`config.mk`:
```
export PLATFORM = sky130hd
export DESIGN_NAME = pit_trap_classifier
export DESIGN_NICKNAME = d
export VERILOG_FILES = /design/src/rtl/pit_pkg.sv /design/src/rtl/pit_mode_decode.sv /design/src/rtl/pit_rule_eval.sv /design/src/rtl/pit_cause_sel.sv /design/src/rtl/pit_trap_classifier.sv
export SDC_FILE = /design/constraint.sdc
export NUM_CORES = 1
export LEC_CHECK = 0
export BUFFER_PORTS_ARGS = -buffer_cell sky130_fd_sc_hd__buf_2
export CORE_AREA = 2 2 39 41
export DETAILED_ROUTE_END_ITERATION = 8
export DIE_AREA = 0 0 41 43
export GPL_ROUTABILITY_DRIVEN = 0
export PLACE_DENSITY = 0.64
export SYNTH_ARGS = -nofsm -noshare
export SYNTH_HDL_FRONTEND = slang
export SYNTH_HIERARCHICAL = 1
export SYNTH_SLANG_ARGS = --single-unit
```
`constraint.sdc`:
```
create_clock -name vclk -period 2.23
set_input_delay 0.446 -clock vclk [all_inputs]
set_output_delay 0.446 -clock vclk [all_outputs]
set_load 0.01 [all_outputs]
```
`src/rtl/pit_pkg.sv`:
```
package pit_pkg;

    localparam int NCLS    = 9;
    localparam int CAUSE_W = 5;

    typedef enum logic [1:0] {
        PRIV_U   = 2'd0,
        PRIV_S   = 2'd1,
        PRIV_RSV = 2'd2,
        PRIV_M   = 2'd3
    } priv_e;

    typedef enum int {
        CL_SRET  = 0,
        CL_WFI   = 1,
        CL_SFENCE= 2,
        CL_HFVV  = 3,
        CL_HFGV  = 4,
        CL_HLOAD = 5,
        CL_HSTORE= 6,
        CL_HLVX  = 7,
        CL_HCSR  = 8
    } cls_e;

    localparam logic [CAUSE_W-1:0] CAUSE_NONE = 5'd0;
    localparam logic [CAUSE_W-1:0] CAUSE_ILL  = 5'd2;
    localparam logic [CAUSE_W-1:0] CAUSE_VIRT = 5'h16;

    // decoded mode context shared by all rule evaluators
    typedef struct packed {
        logic lvl_u;    // user privilege, any virtualization
        logic lvl_s;    // supervisor privilege, any virtualization
        logic lvl_m;
        logic host_s;   // supervisor, not virtualized
        logic guest_s;  // supervisor, virtualized
        logic virt;
        logic hext;
        logic tw;
        logic tvm;
        logic tsr;
        logic vtsr;
        logic vtvm;
    } mode_ctx_t;

    typedef struct packed {
        logic ill;
        logic vi;
    } verdict_t;

    function automatic verdict_t rule_f(input int k, input mode_ctx_t c);
        verdict_t v;
        logic     host_ok;
        host_ok = c.lvl_m | c.host_s;
        v       = '0;
        case (k)
            CL_SRET: begin
                v.ill = c.lvl_u | (c.host_s & c.tsr);
                v.vi  = c.hext & c.virt & c.vtsr;
            end
            CL_WFI: begin
                v.vi  = c.virt | (c.lvl_s & c.tw);
            end
            CL_SFENCE: begin
                v.ill = c.lvl_s & c.tvm;
                v.vi  = c.hext & c.virt & c.vtvm;
            end
            CL_HFVV: begin
                v.vi  = c.guest_s;
                v.ill = ~host_ok & ~c.guest_s;
            end
            CL_HFGV: begin
                v.ill = (c.host_s & c.tvm) | (~host_ok & ~c.guest_s);
                v.vi  = c.guest_s;
            end
            CL_HLOAD, CL_HSTORE, CL_HLVX: begin
                v.vi  = ~host_ok & c.virt;
                v.ill = ~host_ok & ~c.virt;
            end
            CL_HCSR: begin
                v.vi  = ~host_ok;
            end
            default: v = '0;
        endcase
        return v;
    endfunction

endpackage

```
`src/rtl/pit_mode_decode.sv`:
```
module pit_mode_decode
    import pit_pkg::*;
(
    input  logic [1:0] priv_i,
    input  logic       virt_i,
    input  logic       hext_i,
    input  logic       tw_i,
    input  logic       tvm_i,
    input  logic       tsr_i,
    input  logic       vtsr_i,
    input  logic       vtvm_i,
    output mode_ctx_t  ctx_o
);
    priv_e lvl;
    assign lvl = priv_e'(priv_i);

    always_comb begin
        ctx_o         = '0;
        ctx_o.lvl_u   = (lvl == PRIV_U);
        ctx_o.lvl_s   = (lvl == PRIV_S);
        ctx_o.lvl_m   = (lvl == PRIV_M);
        ctx_o.host_s  = (lvl == PRIV_S) & ~virt_i;
        ctx_o.guest_s = (lvl == PRIV_S) &  virt_i;
        ctx_o.virt    = virt_i;
        ctx_o.hext    = hext_i;
        ctx_o.tw      = tw_i;
        ctx_o.tvm     = tvm_i;
        ctx_o.tsr     = tsr_i;
        ctx_o.vtsr    = vtsr_i;
        ctx_o.vtvm    = vtvm_i;
    end

    always_comb begin
        p_priv_valid_r2: assert (priv_i != PRIV_RSV)
            else $error("reserved privilege level presented");
        p_no_virt_in_m_r2: assert (!(virt_i && priv_i == PRIV_M))
            else $error("virtualization flagged in machine mode");
    end
endmodule

```
`src/rtl/pit_rule_eval.sv`:
```
module pit_rule_eval
    import pit_pkg::*;
#(
    parameter int N = NCLS
) (
    input  mode_ctx_t    ctx_i,
    output logic [N-1:0] ill_o,
    output logic [N-1:0] vi_o
);
    for (genvar k = 0; k < N; k++) begin : g_rule
        verdict_t v;
        assign v        = rule_f(k, ctx_i);
        assign ill_o[k] = v.ill;
        assign vi_o[k]  = v.vi;
    end
endmodule

```
`src/rtl/pit_cause_sel.sv`:
```
module pit_cause_sel
    import pit_pkg::*;
#(
    parameter int N  = NCLS,
    parameter int CW = CAUSE_W
) (
    input  logic [N-1:0]  cls_i,
    input  logic [N-1:0]  ill_i,
    input  logic [N-1:0]  vi_i,
    output logic          exec_o,
    output logic          trap_o,
    output logic [CW-1:0] cause_o
);
    logic ill_any, vi_any;

    assign ill_any = |(cls_i & ill_i);
    assign vi_any  = |(cls_i & vi_i);

    always_comb begin
        trap_o  = ill_any | vi_any;
        exec_o  = ~(ill_any | vi_any);
        if (ill_any)     cause_o = CW'(CAUSE_ILL);
        else if (vi_any) cause_o = CW'(CAUSE_VIRT);
        else             cause_o = CW'(CAUSE_NONE);
    end

    always_comb begin
        p_ill_wins_r10: assert (!(ill_any && vi_any) || cause_o == CW'(CAUSE_ILL))
            else $error("virtual cause chosen over illegal");
        p_idle_r1: assert (cls_i != '0 || (exec_o && !trap_o))
            else $error("trap without a class strobe");
    end
endmodule

```
`src/rtl/pit_trap_classifier.sv`:
```
module pit_trap_classifier
    import pit_pkg::*;
(
    input  logic [8:0] cls_i,
    input  logic [1:0] priv_i,
    input  logic       virt_i,
    input  logic       hext_i,
    input  logic       tw_i,
    input  logic       tvm_i,
    input  logic       tsr_i,
    input  logic       vtsr_i,
    input  logic       vtvm_i,
    output logic       exec_o,
    output logic       trap_o,
    output logic [4:0] cause_o
);
    mode_ctx_t        ctx;
    logic [NCLS-1:0]  ill_vec;
    logic [NCLS-1:0]  vi_vec;

    pit_mode_decode u_dec (
        .priv_i (priv_i),
        .virt_i (virt_i),
        .hext_i (hext_i),
        .tw_i   (tw_i),
        .tvm_i  (tvm_i),
        .tsr_i  (tsr_i),
        .vtsr_i (vtsr_i),
        .vtvm_i (vtvm_i),
        .ctx_o  (ctx)
    );

    pit_rule_eval #(.N(NCLS)) u_rules (
        .ctx_i (ctx),
        .ill_o (ill_vec),
        .vi_o  (vi_vec)
    );

    pit_cause_sel #(.N(NCLS), .CW(CAUSE_W)) u_sel (
        .cls_i   (cls_i),
        .ill_i   (ill_vec),
        .vi_i    (vi_vec),
        .exec_o  (exec_o),
        .trap_o  (trap_o),
        .cause_o (cause_o)
    );

    always_comb begin
        p_onehot_cls_r1: assert ($onehot0(cls_i))
            else $error("more than one class strobe");
        p_exec_trap_r2: assert (exec_o != trap_o)
            else $error("execute and trap not complementary");
        p_cause_code_r2: assert (exec_o ? (cause_o == CAUSE_NONE)
                                        : (cause_o == CAUSE_ILL || cause_o == CAUSE_VIRT))
            else $error("cause code out of set");
        p_hcsr_guest_r9: assert (!(cls_i[CL_HCSR] && virt_i) || cause_o == CAUSE_VIRT)
            else $error("hypervisor CSR access from guest not virtual-trapped");
        p_hmem_user_r8: assert (!((|cls_i[CL_HLVX:CL_HLOAD]) && priv_i == PRIV_U && !virt_i)
                                || cause_o == CAUSE_ILL)
            else $error("hypervisor memory access from host user not illegal");
    end
endmodule

```
# After elaboration in Yosys (flattened, before gate mapping)
# Index checks and enable logic that the tools add are counted.
op_classes:
  reduce_logical: 3
  n_eq_ne: 2
  bitwise: 23
  n_mux: 2
ops:
  columns: ["cell", "n"]
  rows:
  - ["$reduce_or A9 Y1", 2]
  - ["$and A1 B1 Y1", 12]
  - ["$mux W5", 2]
  - ["$and A9 B8 Y9", 1]
  - ["$and A9 B9 Y9", 1]
  - ["$or A1 B1 Y1", 5]
  - ["$not A1 Y1", 4]
  - ["$eq A2 B1 Y1 const B", 1]
  - ["$eq A2 B2 Y1 const B", 1]
  - ["$logic_not A2 Y1", 1]
word_totals:
  inputBits: 18
  ff_bits: 0
  wordCells: 30

# Depth between registers and ports, before layout
# Gate-level depths: netlist of the first run.
logic_depth:
  word_depth: 10
  ltp_mapped: 9
  mapped_depth_nobuf: 7

# By module
# Netlist of the first run, hierarchy kept.
by_module_without_submodules:
  columns: ["module", "cells_each", "n_inst", "seq_area_each_um2", "area_per_inst_um2"]
  rows:
  - ["pit_cause_sel", 18, 1, 0.0, 140.1]
  - ["pit_rule_eval", 19, 1, 0.0, 131.4]
  - ["pit_mode_decode", 12, 1, 0.0, 91.3]

# Worst setup path after synthesis of the first run
# Ideal clock, no wire load.
synth_path:
  kind: "input -> output"
  from: "input port priv_i[1]"
  to: "output port cause_o[4]"
  slack_ns: -0.185
  stages: 8
  n_path_buf: 2
  t_arrival_ns: 1.969
  required_time_ns: 1.784
  cell_sequence: "nor3b_2 > nor3_1 > buf_4 > a222oi_1 > nand3_1 > a221oi_2 > nor2b_1 > buf_4"
synth_via:
  word_cells_on_any_way: 24
synth_rtl:
  columns: ["element", "line", "text"]
  rows:
  - ["start, declared", "pit_trap_classifier.sv:5", "input logic [1:0] priv_i,"]
  - ["$eq A2 B1 Y1", "pit_mode_decode.sv:22", "ctx_o.host_s = (lvl == PRIV_S) & ~virt_i;"]
  - ["$and A1 B1 Y1", "pit_mode_decode.sv:22", null]
  - ["$or A1 B1 Y1 *", null, null]
  - ["$not A1 Y1 *", "pit_pkg.sv:77", "v.ill = ~host_ok & ~c.virt;"]
  - ["$and A1 B1 Y1 *", null, null]
  - ["via ill_vec[5]", "pit_trap_classifier.sv:18", "logic [NCLS-1:0] ill_vec;"]
  - ["$and A9 B8 Y9 *", "pit_cause_sel.sv:16", "assign ill_any = |(cls_i & ill_i);"]
  - ["$reduce_or A9 Y1 *", "pit_cause_sel.sv:16", null]
  - ["$mux W5 *", "pit_cause_sel.sv:22", "if (ill_any) cause_o = CW'(CAUSE_ILL);"]
  - ["end, declared", "pit_trap_classifier.sv:15", "output logic [4:0] cause_o"]
# The timed path passes the listed nets; every way through them passes the cells marked *.

==> impl_metrics.yaml, run 1 <==
outcome:
  outcome: "finished with violations"
  violations: "negative setup slack"
setup_path:
  cp-start-kind: "input port"
  crit_type: "in2out"
  endpoint_kind: "primary output"
  cp.arrival_ps: 1980
  worstPathRequired_ps: 1780
  path_max_fanout: 5
finish:
  drive_above_1_share_pct: 69.7
  fin_area_um2: 517
  nets: 86
  layoutNonFillerInstCount: 82
  syn_to_final_growth_pct: 42.4
  final-seq-area_um2: 0
  n_antenna_cell: 0
  clockBufferCount: 0
  mostFrequentLayoutCells: "19 x buf_2, 10 x buf_4, 4 x conb_1"
  numSequentialCells: 0
  final_common_cell: "buf_2"
placed_design:
  postPlaceCellArea_um2: 424
  port_buffers: 23
  placedCellCount: 78
  dp_hpwl_um: 680
worst_hold_path:
  min_path_type: "in2out"
  hold_end: "trap_o"
  whs_path_depth: 4
  holdCritStartpoint: "cls_i[3]"
floorplanning:
  die_h_um: 43
  dieArea_mm2: 0.00176
  die_w_um: 41
  core-area_mm2: 0.00138
  start_util_pct: 26.2
  rows: 14
  ios: 25
detailed_routing:
  ant_nets: 0
  vias: 379
  drc: 0
  first_pass_iters: 4
  wl_per_cell_um: 10.1
  first_iter_violations: 8
  wirelength_um: 828
  avgViaCountPerCell: 4.62
timing:
  fin_crit_sh_pct: 109
  rsz0062_at_grt: "yes"
  clock.fmax_ghz: 0.412
  hold_viol_final: 0
  finalCriticalPeriod_ps: 2420
  worst_slack_ps: -195
  setup_viol: 5
  slew_violations: 0
  finalSetupTns_ps: -950
logic_synthesis:
  postSynthAreaPerCell_um2: 7.41
  netlist_instances: 49
  seq_area_frac_synth_pct: 0
  ys_types: 18
  synth.cell_area_um2: 363
  yosys_warnings: 6
global_route:
  antenna_found_initial: 0
  grt_max_degree: 7
  grt_pass1_vias: 320
  grt_pass1_wl_mm: 1.26
  overflow: 0
  grt_usage_pct: 9.69
pwr:
  p_leak_nw: 0.273
  vdd_drop_max_mv: 0.0812
  power_density_mw_per_mm2: 192
clocking:
  ctsHoldBuffers: 0
run:
  cap_violations: 0
-- power by group --
group | internal, mW | leakage [nW] | total, mW | switching, mW
clock network | 0 | 0 | 0 | 0
logic | 0.0579 | 0.273 | 0.0992 | 0.0413
registers | 0 | 0 | 0 | 0
total | 0.0579 | 0.273 | 0.0992 | 0.0413
-- critical path: stages --
cell and delay [ps]:
buf_8 100, nor3b_4 290, buf_6 150, nor3_4 30, a21o_1 160, a22oi_2 140, nand3_1 100, a221oi_2 230
nor2b_2 190, buf_2 130
-- final cells by class --
class              count  area, um^2
fillers              154         867
multi-input cells     32         263
well taps             16        20.0
repair buffers        34         234
-- worst max path at each step --
| stage | to | cells past startpoint | start | slack [ps] |
|---|---|---|---|---|
| floorplan | cause_o[4] | 8 | virt_i | -60 |
| global placement | exec_o | 9 | virt_i | -240 |
| detailed placement | exec_o | 9 | virt_i | -270 |
| CTS | exec_o | 9 | priv_i[1] | -190 |
| global route | cause_o[2] | 10 | virt_i | -330 |
| finish | cause_o[4] | 10 | virt_i | -190 |
-- cell families after synthesis --
| logic type | synth area share, % |
|---|---|
| other cells | 2.07 |
| compound gates | 28.6 |
| simple gates | 30.0 |
| buf+inv | 39.3 |
-- repair_timing --
action / CTS / global route
pin swaps: 7 / 7
resized for setup: 5 / 9
endpoints found under the setup margin: 5 / 5
buffers inserted: 4 / 1
-- through the flow --
step	utilization (%)	hold slack, ps	setup slack (ps)	total power, mW
detailed placement	30.7	1250	-266	0.0794
global route	37.3	1300	-332	0.109
floorplan	-	1060	-60.6	0.0635
finish	37.3	1250	-195	0.0992
global placement	30.7	1240	-244	0.0784
CTS	34.2	1260	-193	0.0892
-- layer usage --
layer	routed length [um]	track usage (%)	up-vias
met3	68	0	0
met1	328	10.8	172
met2	430	19.7	16
met5	0	0	-
met4	0	0	0
li1	-	-	191
-- cell usage after synthesis --
library cell	instances	share of area (%)
nor3_2	1	2.8
nor3_1	1	1.4
a221oi_2	2	8.3
nand2_1	1	1.0
and3_1	2	3.4
buf_4	19	39
and2_1	3	5.2
conb_1	2	2.1
nand3_1	2	2.8
nor2b_1	2	3.4
a21o_1	2	4.1
a222oi_1	2	5.5
a21o_2	1	2.4
nor3b_2	1	3.4
nor2_1	2	2.1
and2_2	1	2.1
a22oi_1	4	8.3
and3b_1	1	2.4
(Power assumes the default switching activity.)
==> run 2: changes to the inputs <==
--- a/config.mk
+++ b/config.mk
@@ -10,7 +10,7 @@
 export DETAILED_ROUTE_END_ITERATION = 8
 export DIE_AREA = 0 0 41 43
 export GPL_ROUTABILITY_DRIVEN = 0
-export PLACE_DENSITY = 0.64
+export PLACE_DENSITY = 0.62
 export SYNTH_ARGS = -nofsm -noshare
 export SYNTH_HDL_FRONTEND = slang
 export SYNTH_HIERARCHICAL = 1
==> constraint.sdc (replaced) <==
create_clock -name vclk -period 3
set_input_delay 0.6 -clock vclk [all_inputs]
set_output_delay 0.6 -clock vclk [all_outputs]
set_load 0.01 [all_outputs]
==> impl_metrics.yaml, run 2 (synthesis results as in run 1) <==
placed_design:
  place_worst_setup_slack_ps: 140
  postPlaceCellArea_um2: 363
  placedCellCount: 71
  port_buffers: 23
floorplanning:
  start_util_pct: 26.2
  dieArea_mm2: 0.00176
  die_w_um: 41
  rows: 14
  core-area_mm2: 0.00138
  die_h_um: 43
  ios: 25
setup_path:
  cpPeakStageDelay_ps: 290
  endpoint_kind: "primary output"
  worstPathCellList: "buf_2 > nor3b_4 > nor2_1 > and2_1 > a222oi_1 > nand3_1 > a221oi_2 > and2_1 > buf_2"
  cp.arrival_ps: 2200
  cp-start-kind: "input port"
  crit_type: "in2out"
  crit_slowest_cell: "nor3b_4"
  worstPathRequired_ps: 2400
  crit_start: "priv_i[1]"
  path_max_fanout: 5
finish:
  clockBufferCount: 0
  n_antenna_cell: 0
  drive_above_1_share_pct: 52.7
  layoutNonFillerInstCount: 71
  syn_to_final_growth_pct: 1.72
  final_common_cell: "buf_2"
  numSequentialCells: 0
  fin_area_um2: 369
  mostFrequentLayoutCells: "23 x buf_2, 4 x conb_1, 4 x a22oi_1"
  final-seq-area_um2: 0
  nets: 75
pwr:
  vdd_drop_max_mv: 0.0541
  power.total_mw: 0.0500
  power_density_mw_per_mm2: 135
  p_leak_nw: 0.200
detailed_routing:
  wl_met3_um: 73
  wl_per_cell_um: 10.1
  wirelength_um: 715
  top_layer_used: "met3"
  first_iter_violations: 6
  ant_nets: 0
  vias: 337
  drc: 0
  first_pass_iters: 4
  avgViaCountPerCell: 4.75
  met1Wirelength_um: 316
  wl_met2_um: 325
timing:
  slew_violations: 0
  setup_viol: 0
  rsz0062_at_grt: "no"
  fin_crit_sh_pct: 93.5
  worst_slack_ps: 195
  hold_viol_final: 0
  finalCriticalPeriod_ps: 2800
  clock.fmax_ghz: 0.357
  finalSetupTns_ps: 0
global_route:
  grt_pass1_vias: 277
  antenna_found_initial: 0
  overflow: 0
  grt_usage_pct: 7.99
  grt_max_degree: 8
  grt_pass1_wl_mm: 1.08
outcome:
  outcome: "complete, no violations"
worst_hold_path:
  min_path_type: "in2out"
  holdCritStartpoint: "cls_i[2]"
run:
  cap_violations: 0
clocking:
  post_cts_buffers: 0
[run 2: changes by cell type in the layout (fill, tap and decap cells not counted), sizes merged]
cell / previous run / this run
buf: 34 / 23
[run 2: metal layers]
layer | vias up | global-route usage [%]
met2 | 17 | 14.1
met5 | - | 0
met4 | 0 | 0
li1 | 170 | -
met3 | 0 | 0
met1 | 150 | 11.1
[run 2: power breakdown]
group / switching [mW] / total, mW / leakage [nW] / internal [mW]
clock: 0 / 0 / 0 / 0
combinational: 0.0253 / 0.0500 / 0.200 / 0.0247
sequential: 0 / 0 / 0 / 0
[run 2: timing repair]
item | CTS | global route
gates resized for setup | 0 | 1
setup endpoints to repair | 0 | 5
hold buffers | 0 | 0
[run 2: cell type report]
class / count / area [um^2]
Timing Repair Buffer: 23 / 115
Tap cell: 16 / 20.0
Multi-Input combinational cell: 32 / 234
Fill cell: 159 / 1010
[run 2: metrics by stage]
| step | hold WS (ps) | utilization [%] |
|---|---|---|
| finish | 1550 | 26.7 |
| CTS | 1560 | 26.2 |
| detailed placement | 1560 | 26.2 |
| global route | 1600 | 26.7 |
| global placement | 1550 | 26.2 |
| floorplan | 1350 | - |
[run 2: worst paths after layout]
path,end,slack [ps],cells after the start
worst max-delay path,exec_o,200,9
worst min-delay path,cause_o[1],1550,4
[run 2: critical path, delay by kind of cell]
kind            cells  cell delay [ps]
simple gates        5              890
compound gates      2              460
buf+inv             2              250
